===== config.mk =====
export PLATFORM = sky130hd
export DESIGN_NAME = nco_wr_port
export DESIGN_NICKNAME = d
export VERILOG_FILES = /design/src/rtl/nco_wr_port.sv
export SDC_FILE = /design/constraint.sdc
export NUM_CORES = 1
export LEC_CHECK = 0
export BUFFER_PORTS_ARGS = -buffer_cell sky130_fd_sc_hd__clkbuf_2
export CORE_MARGIN = 10
export CORE_UTILIZATION = 45
export DETAILED_ROUTE_END_ITERATION = 10
export PLACE_DENSITY_LB_ADDON = 0.1
export SLEW_MARGIN = 20
export SYNTH_ARGS = -nofsm -noshare
export SYNTH_HDL_FRONTEND = slang
export SYNTH_SLANG_ARGS = --single-unit

===== constraint.sdc =====
create_clock -name clk -period 1.4 [get_ports clk]
set_clock_uncertainty 0.1 [all_clocks]
set_input_delay 0.14 -clock clk [delete_from_list [all_inputs] [get_ports clk]]
set_output_delay 0.14 -clock clk [all_outputs]
set_load 0.02 [all_outputs]

===== src/rtl/nco_wr_port.sv =====
module nco_wr_port (
  input  logic        clk,
  input  logic        rst_n,
  input  logic        wr_strobe,
  input  logic        cs_n,
  input  logic [3:0]  addr,
  input  logic [7:0]  data,
  input  logic        freq_sel,
  input  logic        freq_load,
  input  logic        phase_src,
  output logic [31:0] freq_word,
  output logic [11:0] sin_phase,
  output logic [11:0] cos_phase
);

  logic [2:0]  stb_q;
  logic        wr_edge;
  logic        wr_go;
  logic [31:0] freq_a, freq_b;
  logic [11:0] sin_buf, cos_buf;

  always_ff @(posedge clk or negedge rst_n)
    if (!rst_n) stb_q <= '0;
    else        stb_q <= {stb_q[1:0], wr_strobe};

  assign wr_edge = stb_q[1] & ~stb_q[2];
  assign wr_go   = wr_edge & ~cs_n;

  always_ff @(posedge clk or negedge rst_n) begin
    if (!rst_n) begin
      freq_a  <= '0;
      freq_b  <= '0;
      sin_buf <= '0;
      cos_buf <= '0;
    end else if (wr_go) begin
      if (!addr[3]) begin
        if (!addr[2]) freq_a[{addr[1:0], 3'b000} +: 8] <= data;
        else          freq_b[{addr[1:0], 3'b000} +: 8] <= data;
      end else if (!addr[1]) begin
        if (addr[0]) sin_buf[11:4] <= data;
        else         sin_buf[3:0]  <= data[7:4];
      end else begin
        if (addr[0]) cos_buf[11:4] <= data;
        else         cos_buf[3:0]  <= data[7:4];
      end
    end
  end

  always_ff @(posedge clk or negedge rst_n)
    if (!rst_n)         freq_word <= '0;
    else if (freq_load) freq_word <= freq_sel ? freq_a : freq_b;

  always_ff @(posedge clk or negedge rst_n) begin
    if (!rst_n) begin
      sin_phase <= '0;
      cos_phase <= '0;
    end else if (!phase_src) begin
      sin_phase <= {data, addr};
      cos_phase <= {data, addr};
    end else begin
      sin_phase <= sin_buf;
      cos_phase <= cos_buf;
    end
  end

  p_hold_no_load_r3: assert property (@(posedge clk) disable iff (!rst_n)
    !freq_load |=> $stable(freq_word));

  p_cs_blocks_r6: assert property (@(posedge clk) disable iff (!rst_n)
    (wr_edge && cs_n) |=> ($stable(freq_a) && $stable(freq_b) && $stable(sin_buf) && $stable(cos_buf)));

  p_single_write_r7: assert property (@(posedge clk) disable iff (!rst_n)
    wr_edge |=> !wr_edge);

  p_freq_lane_only_r2: assert property (@(posedge clk) disable iff (!rst_n)
    (wr_go && !addr[3]) |=> ($stable(sin_buf) && $stable(cos_buf)));

  p_phase_no_freq_r5: assert property (@(posedge clk) disable iff (!rst_n)
    (wr_go && addr[3]) |=> ($stable(freq_a) && $stable(freq_b)));

  p_one_lane_r9: assert property (@(posedge clk) disable iff (!rst_n)
    (wr_go && !addr[3]) |=> ($countones(freq_a ^ $past(freq_a)) <= 8 && $countones(freq_b ^ $past(freq_b)) <= 8));

  p_direct_equal_r8: assert property (@(posedge clk) disable iff (!rst_n)
    !phase_src |=> (sin_phase == cos_phase));

endmodule


==> impl_metrics.csv, run 1 <==
group,metric,value,unit
flow_run,maxCapViolations,0,
grt,grt_max_degree,65,
setup_path,reg2reg_to,"freq_b[10]",
cts,cts_inserted_buffers,17,
routing,vias_per_cell,5.04,
power,p_int,0.00805,W
finish,nNetsFinal,595,
grt,grt_overflow_total,0,
finish,area_growth,25.4,%
timing,hold_viol_final,0,
power,clkPwrFrac,0.445,
floorplanning,rows,42,
setup_path,crit_path_start_kind,"register",
setup_path,endpoint,"freq_b[10]",
floorplanning,fp.dieW,136,um
power,switching_share,0.245,
power,comb_power_share,0.110,
cts,clockBufferDepth,2,
setup_path,crit_path_end_kind,"register",
logic_synthesis,synth.cell_area,6080,sq um
floorplanning,die_h,136,um
finish,drive_gt1_frac,0.386,
timing,tightest_slew,0.695,ns
grt,antenna_found_initial,0,
grt,first_global_vias,4040,
power,p_leak,3.83,nW
power,power-per-cell-area,1400,nW/um^2
cts,path_clk_slew,0.06,ns
hold_path,hold_path_class,"in -> reg",
grt,track_usage,0.154,
floorplanning,start_util,0.459,
setup_path,cp.arrival,1.80,ns
finish,antenna_cells,0,
logic_synthesis,async_reset_ff_frac,1.00,
logic_synthesis,yosysWarningCount,0,
cts,clkLatencyLatePin,0.42,ns
finish,fin_util,0.576,
routing,drt_iter0_markers,236,
placement,port_buffers,74,
logic_synthesis,synth_ff_type,"dfrtp_1",
setup_path,rrSetupSlack,-0.20,ns
floorplanning,io_pins,75,
routing,drc,0,
timing,finalCriticalPeriod,1.60,ns
setup_path,worstSetupStartpoint,"stb_q[2]",
hold_path,hold_depth,4,
routing,firstDrtPassIters,5,
timing,finalCritPeriodShare,1.14,
timing,rsz0062_at_grt,"true",
routing,antenna_left,0,
logic_synthesis,synth_cell_types,31,
cts,cts_tree,"built",
power,peakVddDrop,797,uV
setup_path,path_class,"reg -> reg",
cts,cts_root_buf,"clkbuf_16",
logic_synthesis,ys_ff_latch,147,
timing,slew_viol_final,0,
status,outcome,"finished, violations left",
floorplanning,dieArea,18600,sq um
timing,max_slew_margin,0.536,
status,violations,"setup timing",
floorplanning,core,13200,sq um
setup_path,reg2reg_from,"stb_q[2]",
timing,setup_viol,88,
grt,grt_pass1_wl,21800,um
placement,dp_hpwl,9050,um
power,p_sw,0.00261,W
timing,finalSetupTns,-12.60,ns
logic_synthesis,seq_area_frac_synth,0.605,
routing,drt-total-wl,13400,um
setup_path,required,1.60,ns
logic_synthesis,synth_nets,492,
cts,cts_sinks,147,
routing,wl_per_cell,17.6,um
setup_path,worstPathMaxFanout,8,
placement,place_congestion,0.773,
cts,h-tree-depth,4,
logic_synthesis,syn_inst,467,
timing,holdWs,0.0258,ns
logic_synthesis,syn_avg_cell_area,13.0,sq um
logic_synthesis,synth-edff-count,0,
power,pwr-share-seq,0.445,
timing,layout_setup_ws,-0.197,ns
routing,via_count,3827,
timing,fmax,626,MHz
setup_path,worstRegToRegCells,3,
## sequential cells by signal, indices dropped and copies added (netlist names)
register / flops
freq_a: 32
freq_b: 32
freq_word: 32
cos_buf: 12
cos_phase: 12
sin_buf: 12
sin_phase: 12
stb_q: 3
## how the worst min path moves through the flow
stage / slack, ns / from / endpoint
floorplan: -0.26 / rst_n / cos_buf[0]
global placement: -0.07 / rst_n / freq_word[19]
detailed placement: -0.07 / rst_n / freq_word[19]
CTS: 0.009 / phase_src / cos_phase[7]
global route: 0.04 / phase_src / sin_phase[7]
finish: 0.03 / phase_src / sin_phase[5]
## cells in the mapped netlist, types with 2 or more instances
cell type	number	area (sq um)
a21oi_1	32	160
a22o_1	16	140
and2_1	24	150
buf_1	3	11.3
buf_2	3	15.0
buf_4	2	15.0
clkbuf_1	13	48.8
dfrtp_1	147	3680
ha_1	6	75.1
inv_1	2	7.51
mux2_2	71	800
mux2i_1	32	320
nand2_1	48	180
nand2b_1	12	75.1
nand3_1	4	20.0
nand3_2	3	30.0
nand3_4	4	70.1
nor2_1	32	120
## power groups by stage
stage	logic [W]	clock network (W)	registers, W
2_1_floorplan	0.000512	0	0.00497
3_3_place_gp	0.00115	0	0.00480
3_5_place_dp	0.00117	0	0.00482
4_1_cts	0.00120	0.00483	0.00475
5_1_grt	0.00129	0.00505	0.00478
6_report	0.00117	0.00475	0.00474
## routing by layer
metal | global-route usage | vias to the layer above | wire, um
met4 | 0.0556 | 0 | 229
li1 | - | 1823 | -
met1 | 0.194 | 1923 | 5910
met5 | 0 | - | 0
met3 | 0.0524 | 19 | 682
met2 | 0.242 | 62 | 6570
## cells in the final DEF, fill, tap and decap left out
cell           synthesis  layout
nor4_4                 1       1
or3b_4                 1       1
mux2_2                71      66
mux2i_1               32      32
nor2b_4                1       1
clkbuf_2               0      73
nor3b_4                1       2
nand3_2                3       2
mux2_4                 0       6
clkinvlp_4             0       3
a22o_1                16      16
clkinv_4               0       2
nor2_1                32      32
and2_1                24      24
nor2_4                 1       1
buf_12                 0       5
dfrtp_1              147     147
nor4b_2                1       1
clkbuf_16              0      17
inv_1                  2       2
ha_1                   6       6
bufinv_16              0       4
nor3b_2                1       1
clkbuf_1              13       2
nand4bb_4              0       1
dlygate4sd3_1          0       4
a21oi_1               32      32
nand3_4                4       9
clkinv_2               0       3
buf_6                  1       3
buf_4                  2      21
inv_6                  0       1
nand2_1               48      48
nand2b_1              12      12
and3_4                 0       1
and3b_1                1       1
## cells by family after synthesis
logic type | synth area share
compound gates | 0.0494
fa+ha+maj | 0.0124
buf+inv | 0.0179
flops | 0.605
mux | 0.186
simple gates | 0.129
## through the flow
stage | std cells | worst slack, ns | power, W | instance area, sq um
4_1_cts | 758 | -0.201 | 0.0108 | 7590
5_1_grt | 759 | -0.257 | 0.0111 | 7620
2_1_floorplan | 467 | -0.101 | 0.00548 | 6140
6_report | 759 | -0.197 | 0.0107 | 7620
3_3_place_gp | 722 | -0.432 | 0.00595 | 6900
3_5_place_dp | 722 | -0.438 | 0.00599 | 6900
## worst max-delay path, cell delays in order (launching register included)
cell and delay, ns:
dfrtp_1 0.41, nor3b_4 0.27, and3_4 0.34, mux2_2 0.35
## area by class of cell
type | count | area [sq um]
timing repair buffer | 106 | 697
sequential | 147 | 3680
tap | 176 | 220
inverter | 2 | 7.51
clock buffer | 19 | 433
multi-input combinational | 296 | 2400
fill | 1156 | 5620
clock inverter | 13 | 184
## what timing repair did
item	in CTS	in global routing
pin swaps	0	16
setup buffers	0	1
hold buffers	4	0
gates resized for setup	7	5
setup endpoints to repair	88	88
hold endpoints to repair	151	0
Note: power is estimated with default switching activity, not from simulation.
==> inputs of run 2 (changes only) <==
--- a/config.mk
+++ b/config.mk
@@ -5,6 +5,7 @@
 export SDC_FILE = /design/constraint.sdc
 export NUM_CORES = 1
 export LEC_CHECK = 0
+export ABC_AREA = 1
 export BUFFER_PORTS_ARGS = -buffer_cell sky130_fd_sc_hd__clkbuf_2
 export CORE_MARGIN = 10
 export CORE_UTILIZATION = 45
==> run 2 against run 1 <==
Net effect:
- the run now ends clean
- critical path depth is 4 higher
- routed wire length is 23% higher
- register-to-register slack better by 0.20 ns
- worst setup slack better by 0.20 ns
- flip-flop and latch count stayed put
- largest cell class unchanged
- clock power is 4.2% higher
- total power is 2.4% higher
==> impl_metrics.csv, run 2 <==
group,metric,value,unit
setup_path,path_class,"reg -> reg",
timing,hold_viol_final,0,
floorplanning,io_pins,75,
placement,place_area,7030,sq um
setup_path,worstRegToRegCells,7,
routing,wirelength_met1,7490,um
setup_path,required,1.60,ns
logic_synthesis,synth_top_family_by_area,"simple AND/OR/NAND/NOR gates",
grt,track_usage,0.183,
logic_synthesis,synth_fa_ha_area_frac,0.0121,
timing,slew_viol_final,0,
finish,nNetsFinal,860,
floorplanning,start_util,0.465,
power,clkPwrFrac,0.454,
routing,drt_iter0_markers,448,
grt,grt_pass1_wl,27200,um
logic_synthesis,async_reset_ff_frac,1.00,
finish,area_growth,25.8,%
placement,dp_hpwl,11300,um
finish,antenna_cells,0,
routing,met3_length,1050,um
hold_path,holdCritStartpoint,"addr[1]",
flow_run,maxCapViolations,0,
finish,fin_util,0.585,
floorplanning,die_h,137,um
setup_path,rrSetupSlack,0.003,ns
grt,first_global_vias,5263,
power,p_leak,4.08,nW
cts,post_cts_buffers,0,
logic_synthesis,post-synth-top-count-cell,"nand2_1",
logic_synthesis,syn_inst,737,
finish,drive_gt1_frac,0.196,
setup_path,worstPathMaxFanout,8,
timing,finalCritPeriodShare,0.998,
cts,cts_sinks,147,
logic_synthesis,synthXorXnorAreaFrac,0,
timing,fmax,716,MHz
routing,wl_met2,7640,um
cts,clkLatencyLatePin,0.42,ns
hold_path,hold_depth,4,
setup_path,crit_path_end_kind,"register",
logic_synthesis,synth_top_area_frac,0.593,
grt,grt_overflow_total,0,
logic_synthesis,ys_ff_latch,147,
logic_synthesis,synth.cell_area,6200,sq um
logic_synthesis,yosys-top-cells-count,"nand2_1 (337), dfrtp_1 (147), nand3_1 (93), nor2_1 (65), a31oi_1 (32)",
power,switching_share,0.245,
setup_path,reg2reg_from,"stb_q[2]",
cts,h-tree-depth,4,
routing,drc,0,
placement,dp.cells,985,
logic_synthesis,yosysTopAreaCell,"dfrtp_1",
cts,cts_inserted_buffers,17,
floorplanning,core,13300,sq um
floorplanning,dieArea,18900,sq um
cts,cts_root_buf,"clkbuf_16",
setup_path,crit_path_start_kind,"register",
logic_synthesis,yosys.area_share.simple,0.325,
finish,fin_area,7800,sq um
power,comb_power_share,0.112,
hold_path,hold_path_class,"in -> reg",
routing,via_count,5293,
timing,finalCriticalPeriod,1.40,ns
grt,antenna_found_initial,0,
cts,clockBufferDepth,2,
setup_path,cp.arrival,1.60,ns
logic_synthesis,yosysWarningCount,0,
timing,max_slew_margin,0.708,
routing,dr.max_layer_used,"met4",
timing,setup_viol,0,
placement,port_buffers,74,
timing,tightest_slew,0.438,ns
floorplanning,fp.dieW,137,um
logic_synthesis,synth_mux_area_frac,0,
power,p_sw,0.00267,W
logic_synthesis,synth_area_leaders,"dfrtp_1 (59%), nand2_1 (20%), nand3_1 (7.5%), nor2_1 (3.9%), a31oi_1 (3.2%)",
hold_path,whs_endpoint,"cos_phase[1]",
finish,n_fill_cell,1210,
cts,path_clk_slew,0.06,ns
grt,grt_max_degree,44,
logic_synthesis,synth_nets,762,
power,p_int,0.00825,W
status,outcome,"completed",
finish,layoutNonFillerInstCount,1024,
placement,place_congestion,0.849,
finish,final_cell_mix,"nand2_1 (334), dfrtp_1 (147), nand3_1 (85)",
setup_path,reg2reg_to,"freq_b[27]",
power,peakVddDrop,802,uV
routing,vias_per_cell,5.17,
power,power-per-cell-area,1400,nW/um^2
finish,final_common_cell,"nand2_1",
logic_synthesis,synth-compound-area-share,0.0323,
cts,cts_tree,"built",
timing,rsz0062_at_grt,"true",
routing,firstDrtPassIters,6,
finish,largest_registers,"freq_a (32), freq_b (32), freq_word (32)",
power,pwr-share-seq,0.434,
logic_synthesis,synth_ff_type,"dfrtp_1",
logic_synthesis,synth-edff-count,0,
logic_synthesis,synth_cell_types,17,
routing,drt-total-wl,16400,um
logic_synthesis,seq_area_frac_synth,0.593,
floorplanning,rows,42,
timing,finalSetupTns,0,ns
routing,antenna_left,0,
logic_synthesis,syn_avg_cell_area,8.42,sq um
routing,wl_per_cell,16.0,um
==> run 2: cell type report <==
class | instances | area [sq um] | area share
Clock inverter | 8 | 145 | 0.0186
Timing Repair Buffer | 119 | 857 | 0.110
Inverter | 12 | 47.5 | 0.00609
Clock buffer | 24 | 512 | 0.0656
Sequential cell | 147 | 3680 | 0.471
Multi-Input combinational cell | 538 | 2340 | 0.300
Tap cell | 176 | 220 | 0.0282
==> run 2: worst max-delay path: stages (launching register included) <==
cell     delay, ns
dfrtp_1       0.37
inv_2         0.06
nand2_1       0.06
nor2_2        0.13
buf_6         0.15
nand3_2       0.18
nand2_1       0.15
nand2_1       0.08
==> run 2: worst max-delay path by stage <==
| stage | from | to | slack, ns | depth (start not counted) |
|---|---|---|---|---|
| global route | stb_q[1] | freq_b[6] | -0.09 | 6 |
| CTS | stb_q[2] | cos_buf[11] | 0.004 | 6 |
| floorplan | addr[0] | freq_b[22] | -0.01 | 7 |
| detailed placement | addr[0] | freq_b[28] | -0.1 | 6 |
| finish | stb_q[2] | freq_b[27] | 0.003 | 7 |
| global placement | addr[1] | freq_b[16] | -0.06 | 8 |
==> run 2: routing by layer <==
layer	vias to the layer above	global-route usage
met5	-	0
met4	0	0.0574
met1	2558	0.248
met2	156	0.276
met3	27	0.0535
li1	2552	-
==> run 2: power groups by stage <==
stage	sequential [W]	clock, W	combinational (W)
finish	0.00474	0.00495	0.00122
global route	0.00478	0.00523	0.00138
CTS	0.00474	0.00503	0.00124
detailed placement	0.00481	0	0.00122
global placement	0.00480	0	0.00120
floorplan	0.00496	0	0.000510
==> run 2: per-stage QoR <==
step	worst slack (ns)	hold slack, ns	total power [W]
after floorplan	-0.0149	-0.256	0.00547
final	0.00271	0.0146	0.0109
after detailed placement	-0.0964	-0.00276	0.00602
after global placement	-0.0578	-0.00308	0.00600
after CTS	0.00352	0.00159	0.0110
after global routing	-0.0931	0.0159	0.0114
==> run 2: logic make-up (layout without fill, tap and decap cells) <==
family | count (synthesis) | after routing
adder cells (fa/ha/maj) | 6 | 6
buffers and inverters | 52 | 163
AO/OA/AOI/OAI | 32 | 32
AND/OR/NAND/NOR | 500 | 500
flip-flops | 147 | 147
==> run 2: timing repair <==
item	CTS	global route
endpoints found under the hold margin	162	0
cloned	0	1
hold buffers	6	0
gates resized for setup	5	10
setup endpoints to repair	23	83
==> inputs of run 3 (changes only) <==
--- a/config.mk
+++ b/config.mk
@@ -7,8 +7,9 @@
 export LEC_CHECK = 0
 export ABC_AREA = 1
 export BUFFER_PORTS_ARGS = -buffer_cell sky130_fd_sc_hd__clkbuf_2
+export CAP_MARGIN = 20
 export CORE_MARGIN = 10
-export CORE_UTILIZATION = 45
+export CORE_UTILIZATION = 58
 export DETAILED_ROUTE_END_ITERATION = 10
 export PLACE_DENSITY_LB_ADDON = 0.1
 export SLEW_MARGIN = 20
==> constraint.sdc (replaced) <==
create_clock -name clk -period 1.49 [get_ports clk]
set_clock_uncertainty 0.1 [all_clocks]
set_input_delay 0.149 -clock clk [delete_from_list [all_inputs] [get_ports clk]]
set_output_delay 0.149 -clock clk [all_outputs]
set_load 0.02 [all_outputs]
==> run 3 against run 2 <==
Net effect:
- the flow now finishes with violations (setup timing)
- via count rose by 2.8%
- hold slack got worse by 0.011 ns
- sequential power fell by 5.9%
- first-iteration DRC count rose by 26%
- critical endpoint is now sin_buf[6]
==> impl_metrics.csv, run 3 (same netlist as run 2, synthesis figures left out) <==
group,metric,value,unit
finish,nNetsFinal,863,
timing,setup_viol,24,
floorplanning,core,10400,sq um
grt,grt_overflow_total,0,
cts,cts_sinks,147,
setup_path,required,1.81,ns
finish,n_fill_cell,770,
power,power-per-cell-area,1310,nW/um^2
finish,area_growth,24.2,%
cts,clockBufferDepth,2,
routing,antenna_left,0,
grt,grt_max_degree,65,
cts,cts_root_buf,"clkbuf_8",
finish,final_cell_mix,"nand2_1 (337), dfrtp_1 (147), nand3_1 (92)",
finish,fin_area,7700,sq um
setup_path,crit_slowest_cell,"dfrtp_1",
setup_path,critPathMaxStageDelay,0.36,ns
status,outcome,"finished, violations left",
finish,final_common_cell,"nand2_1",
routing,drt_iter0_markers,566,
floorplanning,fp.dieW,123,um
cts,clkLatencyLatePin,0.52,ns
routing,wl_per_cell,16.9,um
setup_path,cp_cell_sequence,"inv_1, nand2_1, nor2_1, buf_4, nand3_1, nand2_1, nand2_1",
setup_path,cp.arrival,1.86,ns
status,violations,"setup timing",
finish,ff_latch_area,3680,sq um
power,peakVddDrop,860,uV
setup_path,worstRegToRegCells,7,
placement,place_area,6910,sq um
grt,track_usage,0.230,
timing,finalCriticalPeriod,1.55,ns
cts,path_clk_slew,0.06,ns
cts,h-tree-depth,4,
floorplanning,die_h,123,um
placement,dp_slack,-0.0103,ns
timing,slew_viol_final,0,
routing,firstDrtPassIters,6,
timing,tightest_slew,0.462,ns
timing,layout_setup_ws,-0.0559,ns
setup_path,crit_path_end_kind,"register",
timing,rsz0062_at_grt,"true",
setup_path,reg2reg_to,"sin_buf[6]",
finish,multi_input_area,2290,sq um
routing,drc,0,
finish,largest_registers,"freq_a (32), freq_b (32), freq_word (32)",
setup_path,path_class,"reg -> reg",
cts,cts_inserted_buffers,17,
finish,drive_gt1_frac,0.169,
floorplanning,start_util,0.598,
timing,finalSetupTns,-0.457,ns
timing,holdWs,0.00388,ns
grt,antenna_found_initial,0,
floorplanning,io_pins,75,
timing,max_slew_margin,0.691,
routing,drt-total-wl,16600,um
grt,first_global_vias,5495,
cts,post_cts_buffers,0,
floorplanning,rows,37,
setup_path,cpMostUsedCell,"nand2_1",
power,p_leak,4.05,nW
hold_path,hold_path_class,"in -> async",
timing,finalCritPeriodShare,1.04,
floorplanning,dieArea,15200,sq um
setup_path,rrSetupSlack,-0.06,ns
setup_path,worstPathMaxFanout,12,
routing,vias_per_cell,5.51,
finish,antenna_cells,0,
grt,grt_pass1_wl,27700,um
timing,hold_viol_final,0,
setup_path,crit_path_start_kind,"register",
placement,port_buffers,74,
placement,dp_hpwl,10900,um
routing,via_count,5440,
flow_run,maxCapViolations,0,
setup_path,reg2reg_from,"stb_q[2]",
timing,fmax,647,MHz
placement,place_congestion,0.839,
cts,cts_tree,"built",
-- run 3: how the worst max path moves through the flow --
stage | start | endpoint | slack, ns
CTS | stb_q[2] | freq_b[18] | -0.06
detailed placement | addr[0] | freq_b[24] | -0.01
floorplan | addr[0] | freq_a[30] | -0.04
global placement | stb_q[2] | freq_b[28] | 0.03
finish | stb_q[2] | sin_buf[6] | -0.06
global route | stb_q[2] | freq_a[30] | -0.14
-- run 3: worst max-delay path, delay by kind of cell (launching register included) --
| family | cells | cell delay (ns) |
|---|---|---|
| buf+inv | 2 | 0.27 |
| simple gates | 5 | 0.70 |
| flops | 1 | 0.36 |
-- run 3: what timing repair did --
| action | 4_1_cts | 5_1_grt |
|---|---|---|
| setup endpoints to repair | 10 | 72 |
| gates resized for setup | 0 | 1 |
| hold buffers | 17 | 0 |
| hold endpoints to repair | 223 | 0 |
-- run 3: cell type report --
| cell class | instances | share of cell area |
|---|---|---|
| clock inverters | 12 | 0.0232 |
| well taps | 136 | 0.0221 |
| flip-flops and latches | 147 | 0.477 |
| repair buffers | 122 | 0.116 |
| clock buffers | 20 | 0.0578 |
| multi-input cells | 538 | 0.298 |
| inverters | 12 | 0.00585 |
-- run 3: where the power goes --
group	switching [W]	internal (W)	total [W]	leakage [nW]
logic	0.000773	0.000384	0.00116	1.83
clock network	0.00168	0.00281	0.00449	0.286
registers	0.000165	0.00430	0.00446	1.94
-- run 3: metal layers --
metal / GRT usage / wire, um
met3: 0.0670 / 1340
met1: 0.299 / 7010
met5: 0 / 0
met2: 0.353 / 7940
met4: 0.0961 / 342
-- run 3: per-stage QoR --
step	cells	power (W)	utilization
CTS	987	0.0101	0.743
finish	987	0.0101	0.743
floorplan	737	0.00513	-
global route	987	0.0105	0.743
global placement	938	0.00560	0.666
detailed placement	938	0.00564	0.666
